==> src/rtl/pulse_mod_pkg.sv <==
package pulse_mod_pkg;
    localparam int CTRL_W   = 32;
    localparam int DIV_W    = 13;
    localparam int PH_W     = 8;
    localparam int DIV_LSB  = 0;
    localparam int WID_LSB  = 16;
    localparam int FULL_BIT = 24;
    localparam int EN_BIT   = 31;

    typedef struct packed {
        logic             en;
        logic             full;
        logic [PH_W-1:0]  width;
        logic [DIV_W-1:0] div;
    } ctrl_t;

    localparam logic [CTRL_W-1:0] CTRL_MASK =
        (CTRL_W'(1) << EN_BIT) | (CTRL_W'(1) << FULL_BIT) |
        (CTRL_W'((1 << PH_W) - 1) << WID_LSB) |
        (CTRL_W'((1 << DIV_W) - 1) << DIV_LSB);
endpackage

==> src/rtl/pulse_mod_cfg.sv <==
module pulse_mod_cfg
    import pulse_mod_pkg::*;
(
    input  logic              clk,
    input  logic              rst,
    input  logic              wr_en_i,
    input  logic [CTRL_W-1:0] wr_data_i,
    output ctrl_t             ctrl_o,
    output logic [CTRL_W-1:0] rd_data_o
);
    typedef struct packed {
        ctrl_t ctrl;
    } state_t;

    state_t st_d, st_q;

    always_comb begin
        st_d = st_q;
        if (wr_en_i) begin
            st_d.ctrl.en    = wr_data_i[EN_BIT];
            st_d.ctrl.full  = wr_data_i[FULL_BIT];
            st_d.ctrl.width = wr_data_i[WID_LSB +: PH_W];
            st_d.ctrl.div   = wr_data_i[DIV_LSB +: DIV_W];
        end
    end

    always_ff @(posedge clk) begin
        if (rst) st_q <= '0;
        else     st_q <= st_d;
    end

    always_comb begin
        rd_data_o                      = '0;
        rd_data_o[EN_BIT]              = st_q.ctrl.en;
        rd_data_o[FULL_BIT]            = st_q.ctrl.full;
        rd_data_o[WID_LSB +: PH_W]     = st_q.ctrl.width;
        rd_data_o[DIV_LSB +: DIV_W]    = st_q.ctrl.div;
    end

    assign ctrl_o = st_q.ctrl;

    // a stored word reads back masked on the next cycle
    assert_readback_R1: assert property (@(posedge clk) disable iff (rst)
        wr_en_i |=> (rd_data_o == ($past(wr_data_i) & CTRL_MASK)));
endmodule

==> src/rtl/pulse_mod_presc.sv <==
module pulse_mod_presc #(
    parameter int W = 13
) (
    input  logic         clk,
    input  logic         rst,
    input  logic         clear_i,
    input  logic         run_i,
    input  logic [W-1:0] limit_i,
    output logic         tick_o
);
    typedef struct packed {
        logic [W-1:0] cnt;
    } state_t;

    state_t st_d, st_q;
    logic   at_limit;

    assign at_limit = (st_q.cnt == limit_i);

    always_comb begin
        st_d = st_q;
        if (clear_i || !run_i)
            st_d.cnt = '0;
        else if (at_limit)
            st_d.cnt = '0;
        else
            st_d.cnt = st_q.cnt + {{(W-1){1'b0}}, 1'b1};
    end

    always_ff @(posedge clk) begin
        if (rst) st_q <= '0;
        else     st_q <= st_d;
    end

    assign tick_o = run_i && !clear_i && at_limit;

    // with a divide value above zero, ticks never come back to back
    assert_tick_gap_R3: assert property (@(posedge clk) disable iff (rst)
        (tick_o && (limit_i != '0)) |=> !tick_o);
endmodule

==> src/rtl/pulse_mod_phase.sv <==
module pulse_mod_phase #(
    parameter int W = 8
) (
    input  logic         clk,
    input  logic         rst,
    input  logic         clear_i,
    input  logic         run_i,
    input  logic         tick_i,
    input  logic [W-1:0] width_i,
    input  logic         full_i,
    output logic         out_o
);
    typedef struct packed {
        logic [W-1:0] phase;
    } state_t;

    state_t st_d, st_q;

    always_comb begin
        st_d = st_q;
        if (clear_i || !run_i)
            st_d.phase = '0;
        else if (tick_i)
            st_d.phase = st_q.phase + {{(W-1){1'b0}}, 1'b1};
    end

    always_ff @(posedge clk) begin
        if (rst) st_q <= '0;
        else     st_q <= st_d;
    end

    assign out_o = run_i && (full_i || (st_q.phase < width_i));

    // a write restarts the period at phase zero
    assert_restart_R6: assert property (@(posedge clk) disable iff (rst)
        clear_i |=> (st_q.phase == '0));

    // phase moves by at most one step per clock while running
    assert_phase_step_R3: assert property (@(posedge clk) disable iff (rst)
        (run_i && !clear_i) |=>
        ((st_q.phase == $past(st_q.phase)) ||
         (st_q.phase == $past(st_q.phase) + {{(W-1){1'b0}}, 1'b1})));
endmodule

==> src/rtl/pulse_mod_core.sv <==
module pulse_mod_core
    import pulse_mod_pkg::*;
(
    input  logic        clk,
    input  logic        rst,
    input  logic        wr_en,
    input  logic [31:0] wr_data,
    output logic [31:0] rd_data,
    output logic        pwm_out
);
    ctrl_t ctrl;
    logic  tick;

    pulse_mod_cfg i_cfg (
        .clk       (clk),
        .rst       (rst),
        .wr_en_i   (wr_en),
        .wr_data_i (wr_data),
        .ctrl_o    (ctrl),
        .rd_data_o (rd_data)
    );

    pulse_mod_presc #(.W(DIV_W)) i_presc (
        .clk     (clk),
        .rst     (rst),
        .clear_i (wr_en),
        .run_i   (ctrl.en),
        .limit_i (ctrl.div),
        .tick_o  (tick)
    );

    pulse_mod_phase #(.W(PH_W)) i_phase (
        .clk     (clk),
        .rst     (rst),
        .clear_i (wr_en),
        .run_i   (ctrl.en),
        .tick_i  (tick),
        .width_i (ctrl.width),
        .full_i  (ctrl.full),
        .out_o   (pwm_out)
    );

    // reset leaves the register clear and the output low
    assert_reset_clear_R2: assert property (@(posedge clk)
        rst |=> ((rd_data == '0) && !pwm_out));

    // force-high bit keeps the output high while enabled
    assert_full_high_R5: assert property (@(posedge clk) disable iff (rst)
        (rd_data[EN_BIT] && rd_data[FULL_BIT]) |-> pwm_out);

    // disabled generator keeps the output low
    assert_off_low_R7: assert property (@(posedge clk) disable iff (rst)
        !rd_data[EN_BIT] |-> !pwm_out);
endmodule

==> config.mk <==
export PLATFORM = sky130hd
export DESIGN_NAME = pulse_mod_core
export DESIGN_NICKNAME = d
export VERILOG_FILES = /design/src/rtl/pulse_mod_pkg.sv /design/src/rtl/pulse_mod_cfg.sv /design/src/rtl/pulse_mod_presc.sv /design/src/rtl/pulse_mod_phase.sv /design/src/rtl/pulse_mod_core.sv
export SDC_FILE = /design/constraint.sdc
export NUM_CORES = 1
export LEC_CHECK = 0
export BUFFER_PORTS_ARGS = -buffer_cell sky130_fd_sc_hd__buf_2
export CORE_MARGIN = 10
export CORE_UTILIZATION = 51
export DETAILED_ROUTE_END_ITERATION = 16
export PLACE_DENSITY = 0.8
export SLEW_MARGIN = 20
export SYNTH_ARGS = -nofsm -noshare
export SYNTH_HDL_FRONTEND = slang
export SYNTH_SLANG_ARGS = --single-unit
export TNS_END_PERCENT = 30
==> constraint.sdc <==
create_clock -name clk -period 2 [get_ports clk]
set_input_delay 0.1 -clock clk [delete_from_list [all_inputs] [get_ports clk]]
set_output_delay 0.1 -clock clk [all_outputs]
set_load 0.005 [all_outputs]
# Yosys cells after proc, flatten, opt, wreduce, memory -nomap -nowiden
# Cells that the tools add are included.
[op_classes]
magnitude_cmp = 1
addsub = 2
eq_ne = 1
n_reduce_logical = 9
[op_table]
columns = ["operator", "count"]
rows = [
  ["13-bit by 1-bit adder with 13-bit output (second input constant)", 1],
  ["13-bit equality test", 1],
  ["8-bit by 1-bit adder with 8-bit output (second input constant)", 1],
  ["8-bit less-than comparator", 1],
  ["1-bit logical AND", 3],
  ["3-bit OR reduction", 1],
  ["1-bit logical NOT", 2],
  ["1-bit logical OR", 2],
  ["2-bit OR reduction", 1],
]
[totals]
output_inout_bits = 33
elab_cells = 19
input_bits = 35
regBits = 44

# Longest topological paths before layout
# Gate-level depths: netlist of the first run.
[depth]
ltp_word = 3
mapped_depth = 7
ltp_nobuf = 7

# Cells and area by module
# A second synthesis of the first run with hierarchy kept.
[unflattened]
cells_unflattened = 248
hier_area_um2 = 2388.5
[modules_own_cells]
columns = ["mod", "cells_each", "area_each_um2", "seq_area_each_um2", "instances"]
rows = [
  ["pulse_mod_cfg", 107, 1079.8, 460.4, 1],
  ["pulse_mod_presc", 79, 774.5, 260.2, 1],
  ["pulse_mod_phase", 62, 534.3, 160.2, 1],
]

# Least setup slack after synthesis of the first run
# OpenSTA, ideal clock, no wires.
[synth_path]
path_type = "reg2reg"
startpoint = "reg i_cfg.st_q, in the netlist i_cfg.ctrl_o[8]"
endpoint = "reg i_presc.st_q[10] (netlist name)"
setup_ps = 130
period_less_slack_ps = 1633
required_ps = 1870
arrival_ps = 1503
path_stages_with_launch = 7
slack_ps = 367
n_path_buf = 1
cell_sequence = "dfxtp_1 > xor2_1 > nor4_2 > nand3_1 > nor2_2 > buf_4 > nor3_1"
[synth_via]
elab_chain_cells = 2
[synth_lines]
columns = ["element", "line_no", "rtl"]
rows = [
  ["start, declared", "pulse_mod_cfg.sv:15", "state_t st_d, st_q;"],
  ["start signal, assigned", "pulse_mod_cfg.sv:29", "else st_q <= st_d;"],
  ["13-bit equality test", "pulse_mod_presc.sv:18", "assign at_limit = (st_q.cnt == limit_i);"],
  ["3-bit OR reduction (no source line)", "-", ""],
  ["end signal, assigned", "pulse_mod_presc.sv:32", "else st_q <= st_d;"],
  ["end, declared", "pulse_mod_presc.sv:15", "state_t st_d, st_q;"],
]
# Every way passes these cells.
# A chain may end at the register's enable or synchronous reset.

# Worst setup path after layout of the first run
[layout_path]
startpoint = "reg i_phase.st_q[5] (netlist name)"
endpoint = "out pwm_out"
[layout_via]
elab_chain_cells = 3
[layout_lines]
columns = ["element", "line_no", "rtl"]
rows = [
  ["start, declared", "pulse_mod_phase.sv:17", "state_t st_d, st_q;"],
  ["start signal, assigned", "pulse_mod_phase.sv:29", "else st_q <= st_d;"],
  ["8-bit less-than comparator", "pulse_mod_phase.sv:32", "assign out_o = run_i && (full_i || (st_q.phase < width_i));"],
  ["1-bit logical OR", "pulse_mod_phase.sv:32", ""],
  ["1-bit logical AND", "pulse_mod_phase.sv:32", ""],
  ["end, declared", "pulse_mod_core.sv:9", "output logic pwm_out"],
]
# Every way passes these cells.

==> flow_metrics.tcl, run 1 <==
set metrics [dict create \
    drc 0 \
    cts_tree "done" \
    nNetsFinal 325 \
    clock_path_buffers 2 \
    top_layer "met4" \
    worstSetupEndpointType "primary output" \
    worst_skew_pair.late_latency_ps 300 \
    start_kind "flop" \
    hold_viol_final 0 \
    antenna_found_initial 0 \
    critPathTopFamily "compound AO/OA/AOI/OAI gates" \
    hold_depth 2 \
    setup_tns_ps 0 \
    hold_start "rst" \
    max_stage_delay_ps 420 \
    post-cts-setup-buffer-count 0 \
    path_cells "ha_4 -> a21o_1 -> a21o_1 -> a21oi_2 -> o31a_1 -> o21a_1 -> buf_2" \
    cp_common_cell "a21o_1" \
    final_cell_area_um2 2542 \
    p_per_area_nw_per_um2 649.7 \
    ys_top_cells_by_count "dfxtp_1, nor2_1, mux2i_1" \
    drt_wl_total_mm 4.882 \
    dieHeight_um 85.62 \
    fp.dieW_um 85.62 \
    netlist_instances 232 \
    critPathSlowestCell "dfxtp_1" \
    p_leak_nw 1.204 \
    via_per_inst 5.337 \
    worst-r2r-cell-count 6 \
    synth_warnings 0 \
    wl_met2_mm 2.467 \
    drtIter0Drc 118 \
    synth_most_common_cell "dfxtp_1" \
    dpl_cell_area_um2 2456 \
    power_w 0.001652 \
    yosysUniqueCellTypes 38 \
    route.met3.wl_um 275 \
    place_congestion 0.8112 \
    period_share_pct 94.71 \
    rsz0062_at_grt "no" \
    postSynth.asyncResetShare_pct 0 \
    r2r_end "i_presc.st_q[2]$_SDFF_PP0_" \
    crit_start "i_phase.st_q[5]$_SDFFE_PP0P_" \
    vdd_drop_max_v 0.0006091 \
    rows 23 \
    groute.usage.overall_pct 13.58 \
    critPathMaxFanout 4 \
    yosysTopAreaCell "dfxtp_1" \
    ios 68 \
    fillCellCount 362 \
    cts_made_buffers 5 \
    crit_required_ps 1900 \
    die_area_um2 7330 \
    wl_met1_mm 2.033 \
    diodes 0 \
    worst_clock_skew_ps 12.17 \
    path_buf_inv 1 \
    vias 1756 \
    grt_pass1_vias 1800 \
    area_growth_pct 15.78 \
    grt_max_degree 23 \
    clk_pin_slew_worst_paths_ps 80 \
    synth_flop_cell "dfxtp_1" \
    synthTopCellsByArea "dfxtp_1, mux2i_1, xor2_1, ha_1, nor2_1" \
    cap_viol_max_count 0 \
    synth_top_area_share_pct 40.11 \
    r2r-start "i_presc.st_q[5]$_SDFF_PP0_" \
    reg2reg_setup_slack_ps 220 \
    start_util_pct 53.74 \
    setup_viol 0 \
    outcome "complete, no violations" \
    max_freq_mhz 527.9 \
    crit_type "reg2out" \
    drv_slew 0 \
    syn_area_um2 2196 \
    wire_per_inst_um 14.84 \
    crit_arrival_ps 1790 \
    clkSinkCount 44 \
    multi_input_area_um2 1201 \
    root_buffer "clkbuf_8" \
    synth_edf_count 0 \
    synth.avg_cell_area_um2 9.465 \
    core_region_area_um2 4086 \
    overflow 0 \
    seq_area_frac_synth_pct 40.11 \
    synth-seq-cells 44 \
    ff_latch_area_um2 882.1 \
    ant_nets 0 \
    hold_path_class "in2reg" \
    htreeDepth 2 \
    drive_gt1_share_pct 24.37 \
    drtPass1Iterations 4 \
    fin_crit_ps 1894 \
    place_hpwl_mm 3.826 \
    grt_pass1_wl_mm 8.211 \
    io_buffers 49 \
    min_to "i_cfg.ctrl_o[4]$_SDFFE_PP0P_" \
    postCtsHoldBufs 0 \
]
==> registers in the layout, indices dropped and copies added, names as in the netlist <==
register / cells
i_cfg.ctrl_o: 23
i_phase.st_q: 8
i_presc.st_q: 13
==> layer usage <==
| metal | up-vias | GRT usage (%) |
|---|---|---|
| li1 | 887 | - |
| met1 | 813 | 13.69 |
| met2 | 45 | 24.18 |
| met3 | 11 | 5.298 |
| met4 | 0 | 5.988 |
| met5 | - | 0 |
==> through the flow <==
stage / utilization, % / hold WS (ps) / std cells / worst slack (ps)
after floorplan: - / 244.7 / 240 / 367.3
after global placement: 60.10 / 331.1 / 324 / 232.8
after detailed placement: 60.10 / 333.5 / 324 / 220.2
after CTS: 61.79 / 10.38 / 329 / 17.92
after global routing: 62.22 / 23.72 / 329 / 20.08
final: 62.22 / 12.76 / 329 / 105.8
==> worst max-delay path by stage <==
stage                                  endpoint  slack, ps  depth (start not counted)
global route                            pwm_out         20                          7
CTS                                     pwm_out         20                          8
detailed placement   i_presc.st_q[2]$_SDFF_PP0_        220                          6
global placement     i_presc.st_q[3]$_SDFF_PP0_        230                          6
finish                                  pwm_out        110                          7
floorplan           i_presc.st_q[10]$_SDFF_PP0_        370                          6
==> cell families (layout without fill, tap and decap cells) <==
logic type	after synthesis	after routing	share of synthesized area, %
buffers and inverters	30	69	7.294
muxes	22	22	10.03
adders and majority gates	9	9	5.128
xor gates and xnor gates	24	24	9.573
AOI/OAI and AO/OA	24	24	8.263
DFF	44	44	40.11
other	1	9	0.1708
and+or+nand+nor	78	78	19.43
==> worst register-to-register path, stage by stage (launching register included) <==
cell	delay (ps)
dfxtp_1	420
xor2_1	140
nor4_4	360
nand4_4	210
nor2_2	230
buf_4	220
nor3_1	80
==> what timing repair did <==
item                                    in CTS  in global routing
hold endpoints to repair                     0                  0
endpoints found under the setup margin       0                  1
gates resized for setup                      0                  3
==> layout by cell type (no fill, tap or decap), types with 2 or more instances in the layout <==
cell type,Yosys,routed
conb_1,1,9
a41o_1,2,2
a41oi_1,2,2
xor2_1,16,16
nor2b_1,2,2
buf_2,2,49
nand3_1,6,6
buf_4,12,7
a21oi_1,4,3
and4_1,2,2
and3_1,4,4
o41ai_1,3,3
dfxtp_1,44,43
o21ai_0,2,2
nand2b_1,5,5
o311ai_1,3,3
nand4_1,6,6
xnor2_1,8,8
ha_1,9,8
a21o_1,3,3
nand2_1,6,6
clkbuf_8,0,5
mux2i_1,22,22
inv_1,8,8
nor2_1,28,28
nor3_1,12,12
==> layout make-up <==
| cell class | count | share of cell area [%] |
|---|---|---|
| clock buffers | 5 | 2.707 |
| inverters | 8 | 1.181 |
| multi-input cells | 166 | 47.24 |
| flip-flops and latches | 44 | 34.69 |
| well taps | 50 | 2.461 |
| repair buffers | 56 | 11.71 |
==> where the power goes <==
group	switching, W	total [W]	leakage (nW)	internal, W
logic	0.000121	0.000227	0.809	0.000106
registers	0.0000239	0.000928	0.359	0.000904
clock network	0.000271	0.000496	0.0359	0.000225
No activity file was read; power rests on OpenSTA's default activity.
==> run 2, diff against run 1 <==
PLACE_DENSITY = 0.87   (was 0.8)
==> run 2 against run 1 <==
Net effect: non-clock buffer count down 3; power grew 2.0%; count of clock-buffer cells in the layout grew 1; sequential share of layout area is 0.12 points higher; cell count is 0.30% lower; cell area down 0.34%; highest routed layer unchanged; worst hold slack better by 16 ps; global-route usage shrank 0.63 points.
==> flow_metrics.tcl, run 2 (synthesized netlist as in run 1, its figures left out) <==
set metrics [dict create \
    start_util_pct 53.74 \
    worst_skew_pair.late_latency_ps 300 \
    cts_made_buffers 5 \
    final_cell_mix "buf_2, dfxtp_1, nor2_1" \
    critPathMaxFanout 4 \
    drt_wl_total_mm 4.947 \
    fillCellCount 361 \
    dieHeight_um 85.62 \
    drc 0 \
    core_region_area_um2 4086 \
    clk_pin_slew_worst_paths_ps 80 \
    worstSetupEndpointType "primary output" \
    start_kind "flop" \
    final_cell_area_um2 2534 \
    root_buffer "clkbuf_8" \
    dpl_cell_area_um2 2434 \
    place_hpwl_mm 3.767 \
    fp.dieW_um 85.62 \
    nNetsFinal 322 \
    place_congestion 0.8251 \
    antenna_found_initial 0 \
    max_slew_margin_pct 59.38 \
    clkSinkCount 44 \
    rows 23 \
    grt_max_degree 26 \
    postCtsHoldBufs 0 \
    vias 1774 \
    critPathSlowestCell "dfxtp_1" \
    p_leak_nw 1.197 \
    vdd_drop_max_v 0.0004737 \
    fin_crit_ps 1905 \
    grt_pass1_wl_mm 7.983 \
    largest_reg_flops 23 \
    outcome "complete, no violations" \
    setup_viol 0 \
    overflow 0 \
    cap_viol_max_count 0 \
    max_stage_delay_ps 420 \
    drive_gt1_share_pct 24.10 \
    area_growth_pct 15.38 \
    drv_slew 0 \
    drtPass1Iterations 4 \
    crit_required_ps 1900 \
    hold_viol_final 0 \
    path_buf_inv 1 \
    ant_nets 0 \
    period_share_pct 95.24 \
    hold_ws_ps 28.46 \
    cts_tree "done" \
    via_per_inst 5.409 \
    tightestPinTransition_ps 608.0 \
    crit_arrival_ps 1800 \
    post-cts-setup-buffer-count 0 \
    drtIter0Drc 138 \
    die_area_um2 7330 \
    setup_tns_ps 0 \
    crit_type "reg2out" \
    path_cells "ha_4 -> a21o_1 -> a21o_1 -> a21oi_2 -> o31a_1 -> o21a_1 -> buf_2" \
    max_freq_mhz 525.0 \
    p_per_area_nw_per_um2 665.3 \
    final_common_cell "buf_2" \
    cp_common_cell "a21o_1" \
    groute.usage.overall_pct 12.95 \
    rsz0062_at_grt "no" \
    htreeDepth 2 \
    io_buffers 49 \
    hold_path_class "in2reg" \
    wire_per_inst_um 15.08 \
    ios 68 \
    reg2reg_setup_slack_ps 190 \
    clock_path_buffers 2 \
    worst_clock_skew_ps 8.377 \
    grt_pass1_vias 1812 \
    critPathTopFamily "compound AO/OA/AOI/OAI gates" \
    diodes 0 \
]
## run 2: final cells by class
cell class                 count  area (um^2)  share of cell area (%)
sequential                    44        882.1                   34.81
timing repair buffer          53        275.3                   10.86
multi-input combinational    166         1206                   47.61
inverter                       8        30.03                   1.185
clock buffer                   6        72.57                   2.864
tap                           50        62.56                   2.469
clock inverter                 1        5.005                  0.1975
## run 2: routing by layer
layer	GRT usage [%]	part of all wire (%)	up-vias
li1	-	-	883
met1	13.35	41	824
met2	23.50	50	58
met3	4.825	7.4	9
met4	4.341	1.4	0
met5	0	0	-
## run 2: report_power, final
group	leakage [nW]	switching (W)	internal (W)
registers	0.359	0.0000238	0.000904
logic	0.797	0.000124	0.000104
clock network	0.0410	0.000292	0.000238
total	1.20	0.000440	0.00125
## run 2: stage by stage
step | total power [W] | cells | setup slack, ps | utilization [%]
floorplan | 0.001103 | 240 | 367.3 | -
global placement | 0.001165 | 321 | 269.4 | 59.55
detailed placement | 0.001173 | 321 | 222.1 | 59.55
CTS | 0.001691 | 328 | 18.02 | 61.48
global route | 0.001756 | 328 | 12.75 | 62.00
finish | 0.001686 | 328 | 95.27 | 62.00
## run 2: worst paths after layout
kind                                      from                             to  cells past startpoint
setup / recovery  i_phase.st_q[5]$_SDFFE_PP0P_                        pwm_out                      7
hold / removal                     wr_data[20]  i_cfg.ctrl_o[17]$_SDFFE_PP0P_                      3
setup reg to reg  i_cfg.ctrl_o[2]$_SDFFE_PP0P_   i_phase.st_q[3]$_SDFFE_PP0P_                      5
hold reg to reg   i_phase.st_q[7]$_SDFFE_PP0P_   i_phase.st_q[7]$_SDFFE_PP0P_                      2
## run 2: worst register-to-register path: stages (launching register included)
cell and delay, ps:
dfxtp_1 340, xor2_1 180, nor4_2 400, nand3_2 280, o311ai_1 360, o41ai_1 130
## run 2: repair_timing
item | CTS | global route
resized for setup | 1 | 3
cloned | 0 | 0
setup endpoints to repair | 1 | 3
==> run 3, diff against run 2 <==
CTS_CLUSTER_DIAMETER = 40   (was not set)
SETUP_SLACK_MARGIN = 0.1   (was not set)
==> run 3 against run 2 <==
Net effect: register-to-register slack barely moved; sequential share of layout area barely moved; routed wire length rose by 0.81%; first-iteration DRC count did not move; clock skew barely moved; sequential power barely moved; worst hold slack improved by 2.6 ps; via count rose by 0.56%; flip-flop and latch count did not move; largest cell class unchanged; highest routed layer unchanged.
==> flow_metrics.tcl, run 3 (synthesized netlist as in run 1, its figures left out) <==
set metrics [dict create \
    outcome "complete, no violations" \
    io_buffers 49 \
    cap_viol_max_count 0 \
    hold_ws_ps 31.08 \
    path_cells "ha_4 -> a21o_1 -> a21o_1 -> a21oi_2 -> o31a_1 -> o21a_1 -> buf_2" \
    vias 1784 \
    area_growth_pct 16.41 \
    period_share_pct 90.75 \
    critPathSlowestCell "dfxtp_4" \
    fp.dieW_um 85.62 \
    place_hpwl_mm 3.767 \
    ios 68 \
    nNetsFinal 323 \
    root_buffer "clkbuf_8" \
    max_freq_mhz 551.0 \
    final_common_cell "buf_2" \
    antenna_found_initial 0 \
    rsz0062_at_grt "yes" \
    overflow 0 \
    core_region_area_um2 4086 \
    hold_viol_final 0 \
    final_cell_mix "buf_2, dfxtp_1, nor2_1" \
    clkSinkCount 44 \
    critPathTopFamily "compound AO/OA/AOI/OAI gates" \
    drtPass1Iterations 4 \
    crit_arrival_ps 1720 \
    drtIter0Drc 138 \
    clk_pin_slew_worst_paths_ps 80 \
    critPathMaxFanout 4 \
    place_congestion 0.8251 \
    crit_required_ps 1900 \
    wire_per_inst_um 15.16 \
    worst_clock_skew_ps 8.564 \
    clock_path_buffers 2 \
    power_w 0.001687 \
    max_stage_delay_ps 370 \
    largest_reg_flops 23 \
    htreeDepth 2 \
    cts_made_buffers 5 \
    dieHeight_um 85.62 \
    fillCellCount 355 \
    start_util_pct 53.74 \
    p_leak_nw 1.206 \
    die_area_um2 7330 \
    grt_pass1_wl_mm 7.969 \
    fin_crit_ps 1815 \
    worstSetupEndpointType "primary output" \
    crit_type "reg2out" \
    diodes 0 \
    drc 0 \
    post-route-util_pct 62.55 \
    ant_nets 0 \
    hold_path_class "in2reg" \
    setup_viol 0 \
    drv_slew 0 \
    setup_tns_ps 0 \
    grt_pass1_vias 1792 \
    start_kind "flop" \
    groute.usage.overall_pct 12.95 \
    drt_wl_total_mm 4.987 \
    drive_gt1_share_pct 26.88 \
    rows 23 \
    cp_common_cell "a21o_1" \
    p_per_area_nw_per_um2 660.1 \
    path_buf_inv 1 \
    cts_tree "done" \
    via_per_inst 5.422 \
    grt_max_degree 26 \
    worst_skew_pair.late_latency_ps 300 \
    vdd_drop_max_v 0.0004740 \
]
-- run 3: cell type report --
| cell class | count | area [um^2] | share of cell area (%) |
|---|---|---|---|
| Sequential cell | 44 | 889.6 | 34.80 |
| Clock buffer | 6 | 72.57 | 2.839 |
| Multi-Input combinational cell | 166 | 1214 | 47.48 |
| Tap cell | 50 | 62.56 | 2.447 |
| Clock inverter | 1 | 5.005 | 0.1958 |
| Inverter | 8 | 30.03 | 1.175 |
| Timing Repair Buffer | 54 | 282.8 | 11.06 |
-- run 3: per-layer routing --
layer | vias to the layer above | track usage [%] | part of all wire [%]
met2 | 56 | 23.37 | 50
met5 | - | 0 | 0
li1 | 883 | - | -
met1 | 833 | 13.46 | 41
met4 | 0 | 4.491 | 2.3
met3 | 12 | 4.730 | 6.4
-- run 3: repair_timing --
action                     4_1_cts  5_1_grt
gates resized for setup          4        8
setup endpoints to repair        1       21
buffers inserted                 1        0
hold buffers                     0        0
pin swaps                        1        3
gates cloned                     0        0
-- run 3: report_power, final --
part           switching, W  internal, W
Clock              0.000291     0.000238
Sequential        0.0000238     0.000903
Combinational      0.000125     0.000107
-- run 3: per-stage QoR --
step	instances	worst slack (ps)	instance area (um^2)
after floorplan	240	367.3	2226
after global placement	321	269.4	2434
after detailed placement	321	222.1	2434
after CTS	329	136.4	2537
after global routing	329	14.74	2556
final	329	185.0	2556
-- run 3: worst paths after layout --
check | start | end | slack (ps) | cells after the start
max | i_phase.st_q[5]$_SDFFE_PP0P_ | pwm_out | 180 | 7
min | wr_data[20] | i_cfg.ctrl_o[17]$_SDFFE_PP0P_ | 30 | 3
max reg2reg | i_cfg.ctrl_o[2]$_SDFFE_PP0P_ | i_phase.st_q[3]$_SDFFE_PP0P_ | 180 | 5
min reg2reg | i_cfg.ctrl_o[14]$_SDFFE_PP0P_ | i_cfg.ctrl_o[14]$_SDFFE_PP0P_ | 500 | 2
-- run 3: worst reg2reg max path: stages (launching register included) --
cell      delay, ps
dfxtp_1         340
xor2_1          180
nor4_2          410
nand3_2         270
o311ai_1        360
o41ai_1         130
